**src/rtl/tadd_pkg.sv**
```systemverilog
package tadd_pkg;

    typedef enum logic [2:0] {
        CMD_NOP   = 3'd0,
        CMD_INIT  = 3'd1,
        CMD_SET   = 3'd2,
        CMD_RESET = 3'd3,
        CMD_READ  = 3'd4,
        CMD_WRITE = 3'd5
    } cell_cmd_e;

    typedef enum logic [3:0] {
        PH_IDLE  = 4'd0,
        PH_INIT  = 4'd1,
        PH_RDC   = 4'd2,
        PH_SET1  = 4'd3,
        PH_PULSE = 4'd4,
        PH_RD    = 4'd5,
        PH_SET2  = 4'd6,
        PH_WB    = 4'd7,
        PH_FIN   = 4'd8,
        PH_HALT  = 4'd9
    } phase_e;

    localparam logic [2:0] TOP_VALID_STATE = 3'd5;
    localparam logic [2:0] RADIX_STATE     = 3'd3;

endpackage

```
**src/rtl/tadd_digit_sel.sv**
```systemverilog
module tadd_digit_sel #(
    parameter int NTRIT = 4,
    parameter int RW    = 3
) (
    input  logic [2*NTRIT-1:0] op_a,
    input  logic [2*NTRIT-1:0] op_b,
    input  logic [RW-1:0]      round,
    output logic [1:0]         a_dig,
    output logic [1:0]         b_dig
);
    always_comb begin
        a_dig = 2'd0;
        b_dig = 2'd0;
        for (int k = 0; k < NTRIT; k++) begin
            if (round == RW'(k)) begin
                a_dig = op_a[2*k +: 2];
                b_dig = op_b[2*k +: 2];
            end
        end
    end
endmodule

```
**src/rtl/tadd_cell_lane.sv**
```systemverilog
module tadd_cell_lane
    import tadd_pkg::*;
#(
    parameter int IDX = 0,
    parameter int RW  = 3
) (
    input  logic          clk,
    input  logic          rst_n,
    input  phase_e        phase,
    input  logic [RW-1:0] round,
    input  logic          clear,
    input  logic [1:0]    a_dig,
    input  logic [1:0]    b_dig,
    input  logic [2:0]    rd_state,
    output logic [2:0]    cmd,
    output logic [2:0]    arg,
    output logic          rd_bad,
    output logic [1:0]    trit
);
    typedef struct packed {
        logic       cin;
        logic [2:0] rd;
    } lane_t;

    lane_t     q, d;
    cell_cmd_e cmd_e;
    logic      act, is_sum;
    logic [2:0] level, tgt;

    assign act    = (32'(round) <= 32'(IDX));
    assign is_sum = (32'(round) == 32'(IDX));
    assign level  = {2'b00, q.cin} + {1'b0, a_dig} + {1'b0, b_dig};

    always_comb begin
        if (q.rd >= RADIX_STATE) tgt = is_sum ? (q.rd - RADIX_STATE) : 3'd1;
        else                     tgt = is_sum ? q.rd : 3'd0;
    end

    always_comb begin
        cmd_e = CMD_NOP;
        arg   = 3'd0;
        case (phase)
            PH_INIT:  cmd_e = CMD_INIT;
            PH_RDC:   if (act) cmd_e = CMD_READ;
            PH_SET1,
            PH_SET2:  if (act) cmd_e = CMD_SET;
            PH_PULSE: if (act) begin cmd_e = CMD_RESET; arg = level; end
            PH_RD:    if (act) cmd_e = CMD_READ;
            PH_WB:    if (act) begin cmd_e = CMD_WRITE; arg = tgt; end
            PH_FIN:   cmd_e = CMD_READ;
            default:  cmd_e = CMD_NOP;
        endcase
    end
    assign cmd    = cmd_e;
    assign rd_bad = (cmd_e == CMD_READ) && (rd_state > TOP_VALID_STATE);
    assign trit   = rd_state[1:0];

    always_comb begin
        d = q;
        if (clear) begin
            d.cin = 1'b0;
            d.rd  = 3'd0;
        end else if (phase == PH_RDC && act) begin
            d.cin = (rd_state != 3'd0);
        end else if (phase == PH_RD && act) begin
            d.rd = rd_state;
        end
    end

    always_ff @(posedge clk) begin
        if (!rst_n) q <= '0;
        else        q <= d;
    end


    set_before_pulse_chk: assert property (@(posedge clk) disable iff (!rst_n)
        (cmd == CMD_RESET) |-> ($past(cmd) == CMD_SET));

    set_before_write_chk: assert property (@(posedge clk) disable iff (!rst_n)
        (cmd == CMD_WRITE) |-> ($past(cmd) == CMD_SET));

    pulse_level_range_chk: assert property (@(posedge clk) disable iff (!rst_n)
        (cmd == CMD_RESET) |-> (arg <= TOP_VALID_STATE));

    carry_target_chk: assert property (@(posedge clk) disable iff (!rst_n)
        (cmd == CMD_WRITE && !is_sum) |->
        (arg == (($past(rd_state, 2) >= RADIX_STATE) ? 3'd1 : 3'd0)));

    sum_target_chk: assert property (@(posedge clk) disable iff (!rst_n)
        (cmd == CMD_WRITE && is_sum) |->
        (arg == (($past(rd_state, 2) >= RADIX_STATE) ?
                 ($past(rd_state, 2) - RADIX_STATE) : $past(rd_state, 2))));
endmodule

```
**src/rtl/tern_word_adder.sv**
```systemverilog
module tern_word_adder
    import tadd_pkg::*;
#(
    parameter int NTRIT = 4
) (
    input  logic                   clk,
    input  logic                   rst_n,
    input  logic                   start,
    input  logic [2*NTRIT-1:0]     op_a,
    input  logic [2*NTRIT-1:0]     op_b,
    input  logic [3*(NTRIT+1)-1:0] cell_rd,
    output logic [3*(NTRIT+1)-1:0] cell_cmd,
    output logic [3*(NTRIT+1)-1:0] cell_arg,
    output logic                   busy,
    output logic                   done,
    output logic                   err,
    output logic [2*(NTRIT+1)-1:0] sum_trits
);
    localparam int NCELL = NTRIT + 1;
    localparam int RW    = $clog2(NCELL);
    localparam logic [RW-1:0] LAST_ROUND = RW'(NTRIT - 1);

    typedef struct packed {
        phase_e              phase;
        logic [RW-1:0]       round;
        logic                done;
        logic                err;
        logic [2*NCELL-1:0]  res;
    } ctl_t;

    ctl_t q, d;
    logic [1:0]         a_dig, b_dig;
    logic [NCELL-1:0]   lane_bad;
    logic [2*NCELL-1:0] lane_trit;
    logic               clear;

    assign clear = (q.phase == PH_IDLE) && start;

    tadd_digit_sel #(.NTRIT(NTRIT), .RW(RW)) u_dsel (
        .op_a(op_a), .op_b(op_b), .round(q.round), .a_dig(a_dig), .b_dig(b_dig)
    );

    for (genvar c = 0; c < NCELL; c++) begin : g_lane
        tadd_cell_lane #(.IDX(c), .RW(RW)) u_lane (
            .clk(clk), .rst_n(rst_n), .phase(q.phase), .round(q.round),
            .clear(clear), .a_dig(a_dig), .b_dig(b_dig),
            .rd_state(cell_rd[3*c +: 3]),
            .cmd(cell_cmd[3*c +: 3]), .arg(cell_arg[3*c +: 3]),
            .rd_bad(lane_bad[c]), .trit(lane_trit[2*c +: 2])
        );
    end

    always_comb begin
        d      = q;
        d.done = 1'b0;
        case (q.phase)
            PH_IDLE:  if (start) begin d.phase = PH_INIT; d.round = '0; end
            PH_INIT:  d.phase = PH_SET1;
            PH_RDC:   d.phase = PH_SET1;
            PH_SET1:  d.phase = PH_PULSE;
            PH_PULSE: d.phase = PH_RD;
            PH_RD:    d.phase = PH_SET2;
            PH_SET2:  d.phase = PH_WB;
            PH_WB: begin
                if (q.round == LAST_ROUND) d.phase = PH_FIN;
                else begin
                    d.phase = PH_RDC;
                    d.round = q.round + RW'(1);
                end
            end
            PH_FIN: begin
                d.res   = lane_trit;
                d.done  = 1'b1;
                d.phase = PH_IDLE;
            end
            default:  d.phase = PH_HALT;
        endcase
        if (|lane_bad) begin
            d.phase = PH_HALT;
            d.err   = 1'b1;
            d.done  = 1'b0;
        end
    end

    always_ff @(posedge clk) begin
        if (!rst_n) begin
            q.phase <= PH_IDLE;
            q.round <= '0;
            q.done  <= 1'b0;
            q.err   <= 1'b0;
            q.res   <= '0;
        end else begin
            q <= d;
        end
    end

    assign busy      = (q.phase != PH_IDLE) && (q.phase != PH_HALT);
    assign done      = q.done;
    assign err       = q.err;
    assign sum_trits = q.res;


    start_init_chk: assert property (@(posedge clk) disable iff (!rst_n)
        (!busy && start && !err) |=> (cell_cmd[2:0] == CMD_INIT));

    init_only_from_idle_chk: assert property (@(posedge clk) disable iff (!rst_n)
        (cell_cmd[2:0] == CMD_INIT) |-> $past(!busy));

    done_pulse_chk: assert property (@(posedge clk) disable iff (!rst_n)
        done |=> !done);

    done_not_busy_chk: assert property (@(posedge clk) disable iff (!rst_n)
        done |-> !busy);

    err_sticky_chk: assert property (@(posedge clk) disable iff (!rst_n)
        err |=> (err && !done && !busy));

    for (genvar k = 0; k < NCELL; k++) begin : g_trit_chk
        trit_valid_chk: assert property (@(posedge clk) disable iff (!rst_n)
            done |-> (sum_trits[2*k +: 2] != 2'd3));
    end
endmodule

```
**config.mk**
```make
export PLATFORM = sky130hd
export DESIGN_NAME = tern_word_adder
export DESIGN_NICKNAME = d
export VERILOG_FILES = /design/src/rtl/tadd_pkg.sv /design/src/rtl/tadd_digit_sel.sv /design/src/rtl/tadd_cell_lane.sv /design/src/rtl/tern_word_adder.sv
export SDC_FILE = /design/constraint.sdc
export NUM_CORES = 1
export LEC_CHECK = 0
export ABC_CLOCK_PERIOD_IN_PS = 3200
export BUFFER_PORTS_ARGS = -buffer_cell sky130_fd_sc_hd__buf_4
export CAP_MARGIN = 20
export CORE_MARGIN = 2
export CORE_UTILIZATION = 54
export CTS_BUF_LIST = sky130_fd_sc_hd__clkbuf_8 sky130_fd_sc_hd__clkbuf_16
export DETAILED_ROUTE_END_ITERATION = 8
export GPL_TIMING_DRIVEN = 0
export PLACE_DENSITY = 0.81
export SYNTH_ARGS = -nofsm -noshare
export SYNTH_HDL_FRONTEND = slang
export SYNTH_SLANG_ARGS = --single-unit
```
**constraint.sdc**
```tcl
create_clock -name clk -period 3.2 [get_ports clk]
set_input_delay 0.16 -clock clk [delete_from_list [all_inputs] [get_ports clk]]
set_output_delay 0.16 -clock clk [all_outputs]
set_load 0.02 [all_outputs]
```
==> metrics <==
Netlist cell types=57; worst-case reg-to-reg path depth=8; router iterations before antenna repair=5; hold slack final=0.119 ns; vias in the first global route=3146; Synth Register Bits=39; leading post-synthesis cells by cell area=dfxtp_1 26%, nand2_1 7.5%, fa_1 6.7%, ha_1 6.3%, nor2_1 5.8%; CTS tree=built; fin. max-slew vios=0; Place WS=-0.486 ns; VDD IR-drop max=0.422 mV; CTS buffer count=5; final-stage net count=559; RePlAce Congestion=0.950; DRC violations left=0; Mapped Area=3000 um^2; Syn Inst Count=400; Post-Syn Area per Cell=7.51 um^2; post-synth top area cell=dfxtp_1; Rel. slew slack=52.5%; skew final=0.00888 ns; first-pass GRT wire length=15.0 mm; Reg2Reg Launch Point=q[13]; worst setup margin=0.0635 ns; Leak=1.70 nW; final instance area=4060 um^2; crit-path most repeated cell=buf_4; Primary FF master, synth=dfxtp_1; Detailed Place HPWL=7.13 mm; commonest non-fill, non-tap cell in the layout=buf_4; placed inst area=3680 um^2; initial antenna violation count=0; status=complete, no violations; CP Launch Point=q[13]; via count=3410; gr usage total=30.7%; most frequent cells in the layout=95 x buf_4, 59 x nand2_1, 44 x nor2_1, 37 x dfxtp_1, 29 x a21oi_1; Clock Tree Buf Depth=2; Yosys Warn Count=0; vias per cell=5.95; Final TNS setup=0 ns; worst setup path category=register to primary output; fraction of layout cells with a size suffix above 1=30.5%; Root Buffer=clkbuf_8; ANT cells=0; async set or reset register ratio after synthesis=0%; register area share after synthesis=26.0%; CP max stage delay=0.49 ns; IO Pins=77; DR iter-0 viols=313; number of fill cells in the layout=434; post-synth top area share=26.0%; gr ovfl total=0; total wire length=9.80 mm; Worst-path clk slew=0.09 ns; Max FO, Critical Path=6; Die Ht=78.6 um; Tcrit/Tclk final=98.0%; Crit-path slowest cell=fa_1; WL/cell=17.1 um; Hold WC Path Type=primary input to register; Post-Layout Cell Count=573; post-route minimum period=3.14 ns; DIE WIDTH=78.6 um; Max Clk Rate=319 MHz; Synthesized Nets=459; H-Tree Level Count=2; CP Launch Type=register; register-to-register setup slack=0.86 ns; max-cap violations=0; critical path, cell by cell=clkinvlp_4 -> ha_4 -> nor2_1 -> a21oi_1 -> o21ai_1 -> a22oi_2 -> buf_4 -> fa_2 -> fa_1 -> o32ai_2 -> buf_4; Hold Path Origin=cell_rd[8]; Arr. time, crit path=2.98 ns; Detail Route Antenna Nets=0; worst-margin pin slew=0.711 ns; starting density of the core=55.2%; Worst Path Required=3.04 ns; latest clock arrival within the worst-skew pair=0.30 ns; Die Area=6170 um^2; setup violators final=0; Post-synth EDFFs=0; I/O Buffers=76; Core ar.=5440 um^2; Hold Vio Cnt, Final=0; Worst Hold Depth=3; placed cell count=548; largest net degree at the start of global routing=15; Sink Count=39; Area Growth Syn to Fin=35.3%; PD cells=564 nW/um^2; type of destination of the critical path=primary output; Cell Rows=27
[Yosys cell counts (2+ instances only)]
master    instances
or2_2             2
nand2b_1          7
or3_1             3
buf_2             7
a21oi_1          30
o32ai_1           5
ha_1             15
xor2_1            3
o21bai_1          2
o21ai_0          19
o21a_1            2
nand3b_1          3
nor2b_1           7
nor2_1           46
buf_4             2
o22ai_1           7
nand2_1          60
a211oi_1          5
nor2_2            2
dfxtp_1          39
mux2i_1          11
nor3_1           11
and2b_4           2
nor3b_1           2
fa_1             10
a22oi_1           8
o31a_1            4
o22a_1            2
a31oi_1           2
clkbuf_1         12
a21boi_0         11
nand3_1          20
inv_1            15
[routing by layer]
metal / share of wire, % / GRT usage (%) / vias up
met5: 0 / 0 / -
met4: 2.9 / 11.2 / 0
met3: 8.7 / 5.63 / 24
met2: 47 / 51.5 / 169
met1: 41 / 39.4 / 1603
li1: - / - / 1614
[cell families after synthesis]
logic type | share of synthesized area (%)
mux | 3.67
flops | 26.0
simple gates | 27.7
fa+ha+maj | 12.9
xor+xnor | 0.875
compound gates | 23.2
buf+inv | 5.67
[critical path: cells and delay by family (launching register included)]
family	cells	cell delay, ns
adders and majority gates	3	1.11
buffers and inverters	3	0.52
AOI/OAI and AO/OA	4	0.52
DFF	1	0.41
and+or+nand+nor	1	0.13
[layout make-up]
type	count	area [um^2]	area share [%]
Buffer	21	126	3.11
Clock buffer	5	68.8	1.69
Clock inverter	3	25.0	0.616
Inverter	16	68.8	1.69
Multi-Input combinational cell	322	2180	53.6
Sequential cell	39	788	19.4
Tap cell	72	90.1	2.22
Timing Repair Buffer	95	717	17.6
[sequential cells by signal, indices dropped and copies added (netlist names)]
| name | cells |
|---|---|
| err | 1 |
| q | 7 |
| done | 1 |
| sum_trits | 10 |
| g_lane.u_lane.q | 20 |
[final timing paths]
kind                                end
setup / recovery            cell_arg[4]
hold reg to reg            sum_trits[0]
setup reg to reg                  q[18]
hold / removal    g_lane[2].u_lane.q[2]
[report_power, final]
| part | internal (W) | switching [W] |
|---|---|---|
| clock | 0.000156 | 0.000197 |
| sequential | 0.000549 | 0.0000459 |
| combinational | 0.000540 | 0.000803 |
| total | 0.00125 | 0.00105 |
[per-stage QoR]
| stage | total power (W) | utilization, % |
|---|---|---|
| after floorplan | 0.00143 | - |
| after global placement | 0.00187 | 67.6 |
| after detailed placement | 0.00189 | 67.6 |
| after CTS | 0.00226 | 71.7 |
| after global routing | 0.00241 | 74.7 |
| final | 0.00229 | 74.7 |
[repair_timing]
action | 4_1_cts | 5_1_grt
pin swaps | 3 | 15
buffers inserted | 8 | 11
hold buffers | 0 | 0
hold endpoints to repair | 0 | 0
setup endpoints to repair | 15 | 11
resized for setup | 20 | 23
Note: power is estimated with default switching activity, not from simulation.
